===== src/rtl/ucode_alu_pkg.sv =====
package ucode_alu_pkg;
  localparam int OPW = 4;

  typedef enum logic [OPW-1:0] {
    OP_ADD  = 4'd0,
    OP_ADDC = 4'd1,
    OP_SUB  = 4'd2,
    OP_SUBC = 4'd3,
    OP_OR   = 4'd4,
    OP_AND  = 4'd5,
    OP_XOR  = 4'd6,
    OP_CLR  = 4'd7,
    OP_SRL  = 4'd8,
    OP_SLL  = 4'd9,
    OP_SRA  = 4'd10,
    OP_ROL  = 4'd11,
    OP_ROR  = 4'd12,
    OP_MUL  = 4'd13,
    OP_RS14 = 4'd14,
    OP_RS15 = 4'd15
  } alu_op_e;
endpackage


===== src/rtl/ucode_alu_addsub.sv =====
module ucode_alu_addsub #(
  parameter int W = 16
) (
  input  logic [W-1:0] a,
  input  logic [W-1:0] b,
  input  logic         sub,
  input  logic         cin,
  output logic [W-1:0] sum,
  output logic         cout
);
  logic [W-1:0] b_eff;
  logic [W:0]   wide;

  always_comb begin
    b_eff = sub ? ~b : b;
    wide  = {1'b0, a} + {1'b0, b_eff} + {{W{1'b0}}, cin};
    sum   = wide[W-1:0];
    cout  = wide[W];
  end
endmodule


===== src/rtl/ucode_alu_shift.sv =====
module ucode_alu_shift #(
  parameter int W = 16,
  localparam int SHW = $clog2(W)
) (
  input  logic [W-1:0]   a,
  input  logic [SHW-1:0] amt,
  input  logic           rotate,
  input  logic           arith,
  output logic [W-1:0]   left_out,
  output logic [W-1:0]   right_out
);
  logic [W-1:0] lst [SHW+1];
  logic [W-1:0] rst [SHW+1];
  logic         fill;

  assign fill   = arith & a[W-1];
  assign lst[0] = a;
  assign rst[0] = a;

  for (genvar k = 0; k < SHW; k++) begin : g_stage
    localparam int S = 1 << k;
    logic [W-1:0] l_mv;
    logic [W-1:0] r_mv;
    always_comb begin
      if (rotate) begin
        l_mv = {lst[k][W-1-S:0], lst[k][W-1:W-S]};
        r_mv = {rst[k][S-1:0], rst[k][W-1:S]};
      end else begin
        l_mv = {lst[k][W-1-S:0], {S{1'b0}}};
        r_mv = {{S{fill}}, rst[k][W-1:S]};
      end
    end
    assign lst[k+1] = amt[k] ? l_mv : lst[k];
    assign rst[k+1] = amt[k] ? r_mv : rst[k];
  end

  assign left_out  = lst[SHW];
  assign right_out = rst[SHW];
endmodule


===== src/rtl/ucode_alu_logic.sv =====
module ucode_alu_logic #(
  parameter int W = 16
) (
  input  logic [W-1:0] a,
  input  logic [W-1:0] b,
  input  logic [1:0]   sel,
  output logic [W-1:0] y
);
  always_comb begin
    unique case (sel)
      2'd0:    y = a | b;
      2'd1:    y = a & b;
      2'd2:    y = a ^ b;
      default: y = a & ~b;
    endcase
  end
endmodule


===== src/rtl/ucode_alu_mul.sv =====
module ucode_alu_mul #(
  parameter int W = 16
) (
  input  logic [W-1:0] a,
  input  logic [W-1:0] b,
  output logic [W-1:0] hi,
  output logic [W-1:0] lo
);
  logic [2*W-1:0] prod;
  assign prod = a * b;
  assign hi   = prod[2*W-1:W];
  assign lo   = prod[W-1:0];
endmodule


===== src/rtl/ucode_alu.sv =====
module ucode_alu
  import ucode_alu_pkg::*;
#(
  parameter int W = 16,
  localparam int SHW = $clog2(W)
) (
  input  logic              clk,
  input  logic              rst_n,
  input  logic              exec_en,
  input  logic [OPW-1:0]    opcode,
  input  logic              set_carry,
  input  logic [W-1:0]      src_a,
  input  logic [W-1:0]      src_b,
  output logic [W-1:0]      result,
  output logic [W-1:0]      mul_lo,
  output logic              carry
);
  alu_op_e op;
  assign op = alu_op_e'(opcode);

  // reset: asserted asynchronously, released on the clock
  logic [1:0] rst_pipe;
  logic       rst_sync_n;
  always_ff @(posedge clk or negedge rst_n) begin
    if (!rst_n) rst_pipe <= 2'b00;
    else        rst_pipe <= {rst_pipe[0], 1'b1};
  end
  assign rst_sync_n = rst_pipe[1];

  logic carry_q, carry_d, carry_we;
  logic [W-1:0] mlo_q, mlo_d;
  logic         mlo_we;

  // add / subtract
  logic         is_sub, uses_cin, is_arith, as_cin, as_cout;
  logic [W-1:0] as_sum;
  always_comb begin
    is_sub   = (op == OP_SUB) || (op == OP_SUBC);
    uses_cin = (op == OP_ADDC) || (op == OP_SUBC);
    is_arith = (op == OP_ADD) || (op == OP_ADDC) || is_sub;
    as_cin   = uses_cin ? carry_q : is_sub;
  end

  ucode_alu_addsub #(.W(W)) u_addsub (
    .a(src_a), .b(src_b), .sub(is_sub), .cin(as_cin),
    .sum(as_sum), .cout(as_cout)
  );

  // logic unit
  logic [W-1:0] lg_y;
  ucode_alu_logic #(.W(W)) u_logic (
    .a(src_a), .b(src_b), .sel(opcode[1:0]), .y(lg_y)
  );

  // shifter / rotator
  logic [W-1:0] sh_l, sh_r;
  logic         sh_rot, sh_arith;
  assign sh_rot   = (op == OP_ROL) || (op == OP_ROR);
  assign sh_arith = (op == OP_SRA);
  ucode_alu_shift #(.W(W)) u_shift (
    .a(src_a), .amt(src_b[SHW-1:0]), .rotate(sh_rot), .arith(sh_arith),
    .left_out(sh_l), .right_out(sh_r)
  );

  // multiplier
  logic [W-1:0] mu_hi, mu_lo;
  ucode_alu_mul #(.W(W)) u_mul (
    .a(src_a), .b(src_b), .hi(mu_hi), .lo(mu_lo)
  );

  // result select
  always_comb begin
    unique case (op)
      OP_ADD, OP_ADDC, OP_SUB, OP_SUBC: result = as_sum;
      OP_OR, OP_AND, OP_XOR, OP_CLR:    result = lg_y;
      OP_SLL, OP_ROL:                   result = sh_l;
      OP_SRL, OP_SRA, OP_ROR:           result = sh_r;
      OP_MUL:                           result = mu_hi;
      default:                          result = '0;
    endcase
  end

  // next state
  always_comb begin
    carry_we = exec_en & set_carry & is_arith;
    carry_d  = carry_we ? as_cout : carry_q;
    mlo_we   = exec_en & (op == OP_MUL);
    mlo_d    = mlo_we ? mu_lo : mlo_q;
  end

  // state registers
  always_ff @(posedge clk or negedge rst_sync_n) begin
    if (!rst_sync_n) begin
      carry_q <= 1'b0;
      mlo_q   <= '0;
    end else begin
      carry_q <= carry_d;
      mlo_q   <= mlo_d;
    end
  end

  assign carry  = carry_q;
  assign mul_lo = mlo_q;
endmodule


===== config.mk =====
export PLATFORM = sky130hd
export DESIGN_NAME = ucode_alu
export DESIGN_NICKNAME = d
export VERILOG_FILES = /design/src/rtl/ucode_alu_pkg.sv /design/src/rtl/ucode_alu_addsub.sv /design/src/rtl/ucode_alu_shift.sv /design/src/rtl/ucode_alu_logic.sv /design/src/rtl/ucode_alu_mul.sv /design/src/rtl/ucode_alu.sv
export SDC_FILE = /design/constraint.sdc
export NUM_CORES = 1
export LEC_CHECK = 0
export ABC_AREA = 1
export BUFFER_PORTS_ARGS = -buffer_cell sky130_fd_sc_hd__buf_2
export CAP_MARGIN = 15
export CELL_PAD_IN_SITES_DETAIL_PLACEMENT = 1
export CELL_PAD_IN_SITES_GLOBAL_PLACEMENT = 2
export CORE_ASPECT_RATIO = 1.2
export CORE_UTILIZATION = 36
export DETAILED_ROUTE_END_ITERATION = 8
export PLACE_DENSITY = 0.82
export SYNTH_ARGS = -nofsm -noshare
export SYNTH_HDL_FRONTEND = slang
export SYNTH_SLANG_ARGS = --single-unit

===== constraint.sdc =====
create_clock -name clk -period 10.75 [get_ports clk]
set_clock_uncertainty 0.2 [all_clocks]
set_input_delay 2.15 -clock clk [delete_from_list [all_inputs] [get_ports clk]]
set_output_delay 2.15 -clock clk [all_outputs]
set_load 0.1 [all_outputs]

==> run metrics, run 1 <==
initial antenna violation count=0; commonest non-fill, non-tap cell in the layout=nand2_1; Total GRT Usage=about 28%; Final setup viols=0; clock sinks=19; critical path class=in2out; drt pass-1 iters=5; Post-layout nets=around 2,600; Critical-path top delay cell=fa_1; Cell variety after synth=43; Synth top area share=28.0%; status=complete, no violations; Iter 0 DRT Violations=just under 600; CTS Buffer Depth=2; Syn Inst Count=2,165; clk_lat worst skew=approximately 0.25 ns; maximum vdd drop=241 uV; Routed Antenna Nets=0; first-pass GRT wire length=roughly 86,000 um; nature of the critical path startpoint=input port; DRC Markers=0; combinational share of power=between 90% and 100%; Rows=slightly below 80; ratio of cells with drive above 1 in the final layout=6.35%; Critical Path RT=about 8.4 ns; final wirelength=55,000 um; Mean Syn Cell Area=6.47 um2; Num CTS Buffers=3; Ys Warns=0; total core area=around 38,000 um2; # IOs=between 70 and 80; Slew Viols, Final=0; Die Ht=around 220 um; register area share after synthesis=under 10%; Yosys reg bits=19; Worst setup EP type=output pin; asr flop ratio synth=between 90% and 100%; gp weighted congestion=0.941; Via Count=13,800; Crit Path Max Fanout=21; Root Buffer=clkbuf_16; vias per std cell=5.20; Fmax=96.7 MHz; post-DP HPWL=around 46,000 um; crit-path cells=buf_2 -> ha_1 -> inv_1 -> fa_1 -> fa_1 -> inv_1 -> fa_1 -> inv_1 -> fa_1 -> fa_1 -> fa_1 -> inv_1 -> ha_1 -> nand2_1 -> nor2_1 -> nand3_1 -> nand3_1 -> nand2_1 -> nand3_1 -> nand2_1 -> nor2_1 -> nor2_1 -> nand2_1 -> buf_12; die area=39,700 um2; CP most frequent cell=fa_1; Yosys top cell by area=fa_1; CP arrival=between 7 and 8 ns; Reg clk slew, reported paths=0.06 ns; Worst-Margin Slew=around 0.76 ns; Sw Ratio=around two thirds; Int Pwr=~1.7 mW; Crit path largest cell delay=between 0.5 and 0.6 ns; buffers and inverters on the worst path=6; LEAKAGE=between 8 and 9 nW; setup bufs post-CTS=0; RSZ-0062 raised after global routing=no; TritonCTS clock tree=built; port bufs=between 70 and 80; # hold bufs at CTS=0; max_cap viols=0; Syn Std Cell Area=approximately 14,000 um2; commonest non-fill, non-tap cells in the layout=654 x nand2_1, 492 x inv_1, 196 x fa_1, 156 x nand3_1, 151 x ha_1; Tcrit/Tclk final=between 90% and 100%; fin crit period=between 10 and 15 ns; Die Width=182 um; main area contributors after synthesis=fa_1 28%, nand2_1 18%, ha_1 13%; Synth Net Count=between 2,000 and 3,000; # diodes=0; Avg WL per Cell=between 20 and 25 um; total gr overflow=0; prevailing post-synth register cell=dfrtp_1; Worst slew margin=between 40 and 50%; post-cts repair resize count=0; PD cells=between 300 and 400 nW/um2; vias in the first global route=between 10,000 and 15,000; Seq pwr share=around 2.2%; switching pwr=3.31 mW; crit-path leading delay family=adder cells; EDFF count, synth=0; Starting Density=~37%; Hold Vio Cnt, Final=0; CTS H-tree lvls=1; worst hold path class=reg2async; total power=approximately 5.0 mW; setup TNS=0 ns; area delta synth->final=7.68%; largest net degree at the start of global routing=42; Clk network pwr share=between 1.5 and 2%
==> power groups by stage <==
stage               Sequential [mW]  Combinational [mW]  Clock (mW)
floorplan                     0.288                3.15           0
global placement              0.113                4.78           0
detailed placement            0.114                4.86           0
CTS                           0.113                4.89      0.0808
global route                  0.115                5.42      0.0836
finish                        0.112                4.83      0.0788
==> layer usage <==
metal / global-route usage, % / wire, um / part of all wire (%) / up-vias
met3: 1.74 / 1650 / 3.0 / 88
met4: 11.4 / 2540 / 4.6 / 0
met5: 0 / 0 / 0 / -
met1: 34.6 / 22800 / 41 / 6918
li1: - / - / - / 6491
met2: 52.2 / 28100 / 51 / 284
==> cell usage after synthesis, types with 4 or more instances <==
master and count:
a21oi_1 81, buf_1 14, buf_2 34, buf_4 5, buf_6 5, clkbuf_1 46, dfrtp_1 19, fa_1 196
ha_1 151, inv_1 492, inv_2 5, nand2_1 654, nand2_2 4, nand3_1 156, nand3b_1 6, nand4_1 15
nor2_1 106, nor2_2 5, nor3_1 10, o211ai_1 7, o21ai_0 64, o21ai_1 12, o21bai_1 9, o221ai_1 5
or2_1 4, or2_2 4, xnor2_1 12, xor2_1 18
==> area by class of cell <==
type | count | area (um2)
clock buffers | 3 | 75.1
clock inverters | 1 | 5.00
fillers | 5022 | 23000
inverters | 500 | 1880
multi-input cells | 1542 | 11200
flip-flops and latches | 19 | 475
well taps | 480 | 601
repair buffers | 107 | 883
==> worst reg2reg max path, stage by stage, from the launching register on <==
cell	delay, ns
dfrtp_1	0.50
o21ai_0	0.21
nor2_1	0.07
fa_1	0.48
fa_1	0.48
nand3_1	0.10
nand2_1	0.14
nand3_1	0.11
nand2_1	0.11
nand3_1	0.13
nand2_1	0.08
nand3_1	0.08
a31oi_1	0.23
==> registers in the layout, summed over array words and instances (netlist names) <==
name / flops
carry: 1
rst_pipe: 2
mul_lo: 16
==> per-stage QoR <==
| step | setup slack, ns | hold WS [ns] | cells | instance area [um2] | utilization, % |
|---|---|---|---|---|---|
| 2_1_floorplan | 0.222 | 0.0132 | 2165 | 14000 | - |
| 3_3_place_gp | 0.401 | 0.134 | 2647 | 15000 | 39.3 |
| 3_5_place_dp | 0.395 | 0.141 | 2647 | 15000 | 39.3 |
| 4_1_cts | 0.384 | 0.143 | 2651 | 15000 | 39.5 |
| 5_1_grt | 0.0793 | 0.155 | 2652 | 15100 | 39.6 |
| 6_report | 0.410 | 0.109 | 2652 | 15100 | 39.6 |
==> logic make-up (layout without fill, tap and decap cells) <==
| group | count (synthesis) | in the layout | synth area share, % |
|---|---|---|---|
| buffers and inverters | 604 | 611 | 16.9 |
| flip-flops | 19 | 19 | 3.40 |
| AO/OA/AOI/OAI | 192 | 192 | 7.53 |
| XOR/XNOR | 30 | 30 | 1.88 |
| AND/OR/NAND/NOR | 972 | 972 | 28.7 |
| adder cells (fa/ha/maj) | 347 | 347 | 41.5 |
| other | 1 | 1 | 0.0268 |
==> path summary, 6_finish.rpt <==
path / from / to / slack (ns) / cells after the start
setup / recovery: src_a[6] / result[1] / 0.41 / 24
hold / removal: rst_pipe[1]$_DFF_PN0_ / mul_lo[12]$_DFFE_PN0P_ / 0.11 / 0
setup reg to reg: carry$_DFFE_PN0P_ / carry$_DFFE_PN0P_ / 7.64 / 12
hold reg to reg: rst_pipe[1]$_DFF_PN0_ / mul_lo[12]$_DFFE_PN0P_ / 0.11 / 0
max in group asynchronous: rst_n / rst_pipe[0]$_DFF_PN0_ / 8.78 / 1
min in group clk: rst_pipe[0]$_DFF_PN0_ / rst_pipe[1]$_DFF_PN0_ / 0.15 / 0
No activity file was read; power rests on OpenSTA's default activity.
==> inputs of run 2 (changes only) <==
--- a/config.mk
+++ b/config.mk
@@ -5,13 +5,12 @@
 export SDC_FILE = /design/constraint.sdc
 export NUM_CORES = 1
 export LEC_CHECK = 0
-export ABC_AREA = 1
 export BUFFER_PORTS_ARGS = -buffer_cell sky130_fd_sc_hd__buf_2
 export CAP_MARGIN = 15
 export CELL_PAD_IN_SITES_DETAIL_PLACEMENT = 1
 export CELL_PAD_IN_SITES_GLOBAL_PLACEMENT = 2
 export CORE_ASPECT_RATIO = 1.2
-export CORE_UTILIZATION = 36
+export CORE_UTILIZATION = 39
 export DETAILED_ROUTE_END_ITERATION = 8
 export PLACE_DENSITY = 0.82
 export SYNTH_ARGS = -nofsm -noshare
==> run metrics, run 2 <==
Post-layout nets=2,121 (-17%); Non-Filler Instances=2,140 (-19%); Fmax=93.7 MHz (-3.1%); Worst setup EP type=output pin; initial antenna violation count=0 (unchanged); Yosys reg bits=19 (unchanged); commonest non-fill, non-tap cell in the layout=inv_1; port bufs=72 (unchanged); critical path class=in2out; Die Ht=202 um (-7.5%); worst hold path class=reg2async; RSZ-0062 raised after global routing=yes; Cell variety after synth=69 (+60%); register area share after synthesis=3.67% (+0.27 points); Via Count=12,000 (-13%); vias per std cell=5.62 (+8.1%); Tcrit/Tclk final=99.3% (+3.1 points); Crit path largest cell delay=0.54 ns (-0.02 ns); Worst slew margin=24.1% (-25 points); # diodes=0 (unchanged); Iter 0 DRT Violations=628 (+5.2%); CP most frequent cell=fa_1; CTS H-tree lvls=1 (unchanged); CP arrival=8.32 ns (+0.33 ns); gp weighted congestion=0.945 (+0.41%); Syn Std Cell Area=13,000 um2 (-7.4%); Rows=72 (-7.7%); clk_lat worst skew=0.25 ns (about the same); Die Width=168 um (-7.5%); fin crit period=10.67 ns (+0.333 ns); Synth Net Count=2,029 (-20%); vias in the first global route=13,400 (-10%); total gr overflow=0 (unchanged); setup TNS=0 ns (unchanged); clock sinks=19 (unchanged); area delta synth->final=14.0%; max_cap viols=0 (unchanged); status=complete, no violations; Total GRT Usage=31.2% (+2.8 points); DP Cell Count=2,133 (-19%); Reg clk slew, reported paths=0.06 ns (about the same); largest net degree at the start of global routing=44 (+4.8%); Final setup viols=0 (unchanged); final wirelength=51,100 um (-7.1%); Hold Vio Cnt, Final=0 (unchanged); ratio of cells with drive above 1 in the final layout=14.5% (+8.2 points); commonest non-fill, non-tap cells in the layout=275 x inv_1, 200 x nand2_1, 193 x fa_1, 183 x nor2_1, 145 x ha_1; Critical Path RT=8.40 ns (about the same); Crit Path Max Fanout=9 (-57%); total core area=32,400 um2 (-15%); final hold slack=0.0932 ns (-0.0158 ns); Synth top area share=30.3% (+2.2 points); prevailing post-synth register cell=dfrtp_1; first-pass GRT wire length=79,900 um (-7.4%); most frequent cell after synthesis=inv_1; crit-path cells=buf_2 -> clkinvlp_4 -> buf_4 -> nor2_1 -> fa_1 -> fa_1 -> ha_1 -> inv_1 -> fa_1 -> fa_1 -> inv_1 -> fa_1 -> ha_1 -> o211ai_1 -> o21a_1 -> o211ai_2 -> a41oi_2 -> a211o_1 -> or4_4 -> mux2i_1 -> nand4_1 -> buf_12; main area contributors after synthesis=fa_1 30%, ha_1 15%, inv_1 8.1%; Mean Syn Cell Area=7.89 um2 (+22%); CTS Buffer Depth=2 (unchanged); nature of the critical path startpoint=input port; Yosys top cell by area=fa_1; max FFs per register=16 (unchanged); Ys Warns=0 (unchanged); drt pass-1 iters=7 (+2); DRC Markers=0 (unchanged); Fillers=3,955 (-21%); EDFF count, synth=0 (unchanged); Num CTS Buffers=3 (unchanged); Syn Inst Count=1,642 (-24%); Worst-Margin Slew=1.13 ns (+0.372 ns); Avg WL per Cell=23.9 um (+15%); post-DP HPWL=43,500 um (-4.8%); Root Buffer=clkbuf_16; asr flop ratio synth=100% (unchanged); Critical-path top delay cell=fa_1; Slew Viols, Final=0 (unchanged); Starting Density=40.0% (+3.2 points); TritonCTS clock tree=built; Synth top cells by count=281 x inv_1, 201 x nand2_1, 196 x fa_1; # IOs=73 (unchanged); die area=34,000 um2 (-14%); Routed Antenna Nets=0 (unchanged)
[run 2: cell families after synthesis]
logic type	share of synthesized area, %
adder cells (fa/ha/maj)	44.8
buffers and inverters	11.2
AND/OR/NAND/NOR	14.7
other	0.0289
multiplexers	6.98
flip-flops	3.67
XOR/XNOR	4.12
AO/OA/AOI/OAI	14.4
[run 2: path summary, 6_finish.rpt]
kind	end	startpoint	depth (start not counted)	slack (ns)
worst min register to register	mul_lo[2]$_DFFE_PN0P_	rst_pipe[1]$_DFF_PN0_	0	0.09
worst max register to register	carry$_DFFE_PN0P_	carry$_DFFE_PN0P_	12	6.37
worst min-delay path	mul_lo[2]$_DFFE_PN0P_	rst_pipe[1]$_DFF_PN0_	0	0.09
worst max-delay path	result[13]	src_b[5]	22	0.08
max in group asynchronous	rst_pipe[1]$_DFF_PN0_	rst_n	1	8.79
min in group clk	rst_pipe[1]$_DFF_PN0_	rst_pipe[0]$_DFF_PN0_	0	0.15
[run 2: routing by layer]
| metal | wire, um | global-route usage (%) | up-vias |
|---|---|---|---|
| met5 | 0 | 0 | - |
| met1 | 21500 | 39.4 | 6134 |
| met2 | 25500 | 55.9 | 317 |
| met3 | 2060 | 2.18 | 83 |
| met4 | 2010 | 10.7 | 0 |
| li1 | - | - | 5491 |
[run 2: timing repair]
| action | 4_1_cts | 5_1_grt |
|---|---|---|
| hold buffers | 0 | 0 |
| buffers inserted | 0 | 3 |
| pin swaps | 0 | 1 |
| gates resized for setup | 2 | 21 |
| endpoints found under the setup margin | 2 | 10 |
| cloned | 0 | 0 |
[run 2: stage by stage]
step           instance area [um2]  worst slack, ns  utilization (%)
5_1_grt                      14800          -0.0736             45.6
3_3_place_gp                 14600           0.0468             45.1
6_report                     14800           0.0777             45.6
3_5_place_dp                 14600          -0.0748             45.1
2_1_floorplan                13200          -0.0523                -
4_1_cts                      14700         0.000863             45.3
[run 2: worst max-delay path, delay by kind of cell]
kind | cells | cell delay (ns)
simple gates | 3 | 0.93
mux | 1 | 0.18
fa+ha+maj | 7 | 2.90
compound gates | 5 | 1.20
buf+inv | 6 | 0.93
[run 2: cell type report]
cell class	count	area, um2	share of cell area (%)
clock buffer	3	75.1	0.508
clock inverter	1	7.51	0.0508
inverter	292	1120	7.56
multi-input combinational	1241	11200	75.8
sequential	19	475	3.22
tap	407	509	3.44
timing repair buffer	177	1390	9.38
Power of run 2 is left out: the tool's default activity adds up to more than one toggle a clock period on the data nets, which glitch-free logic cannot reach.
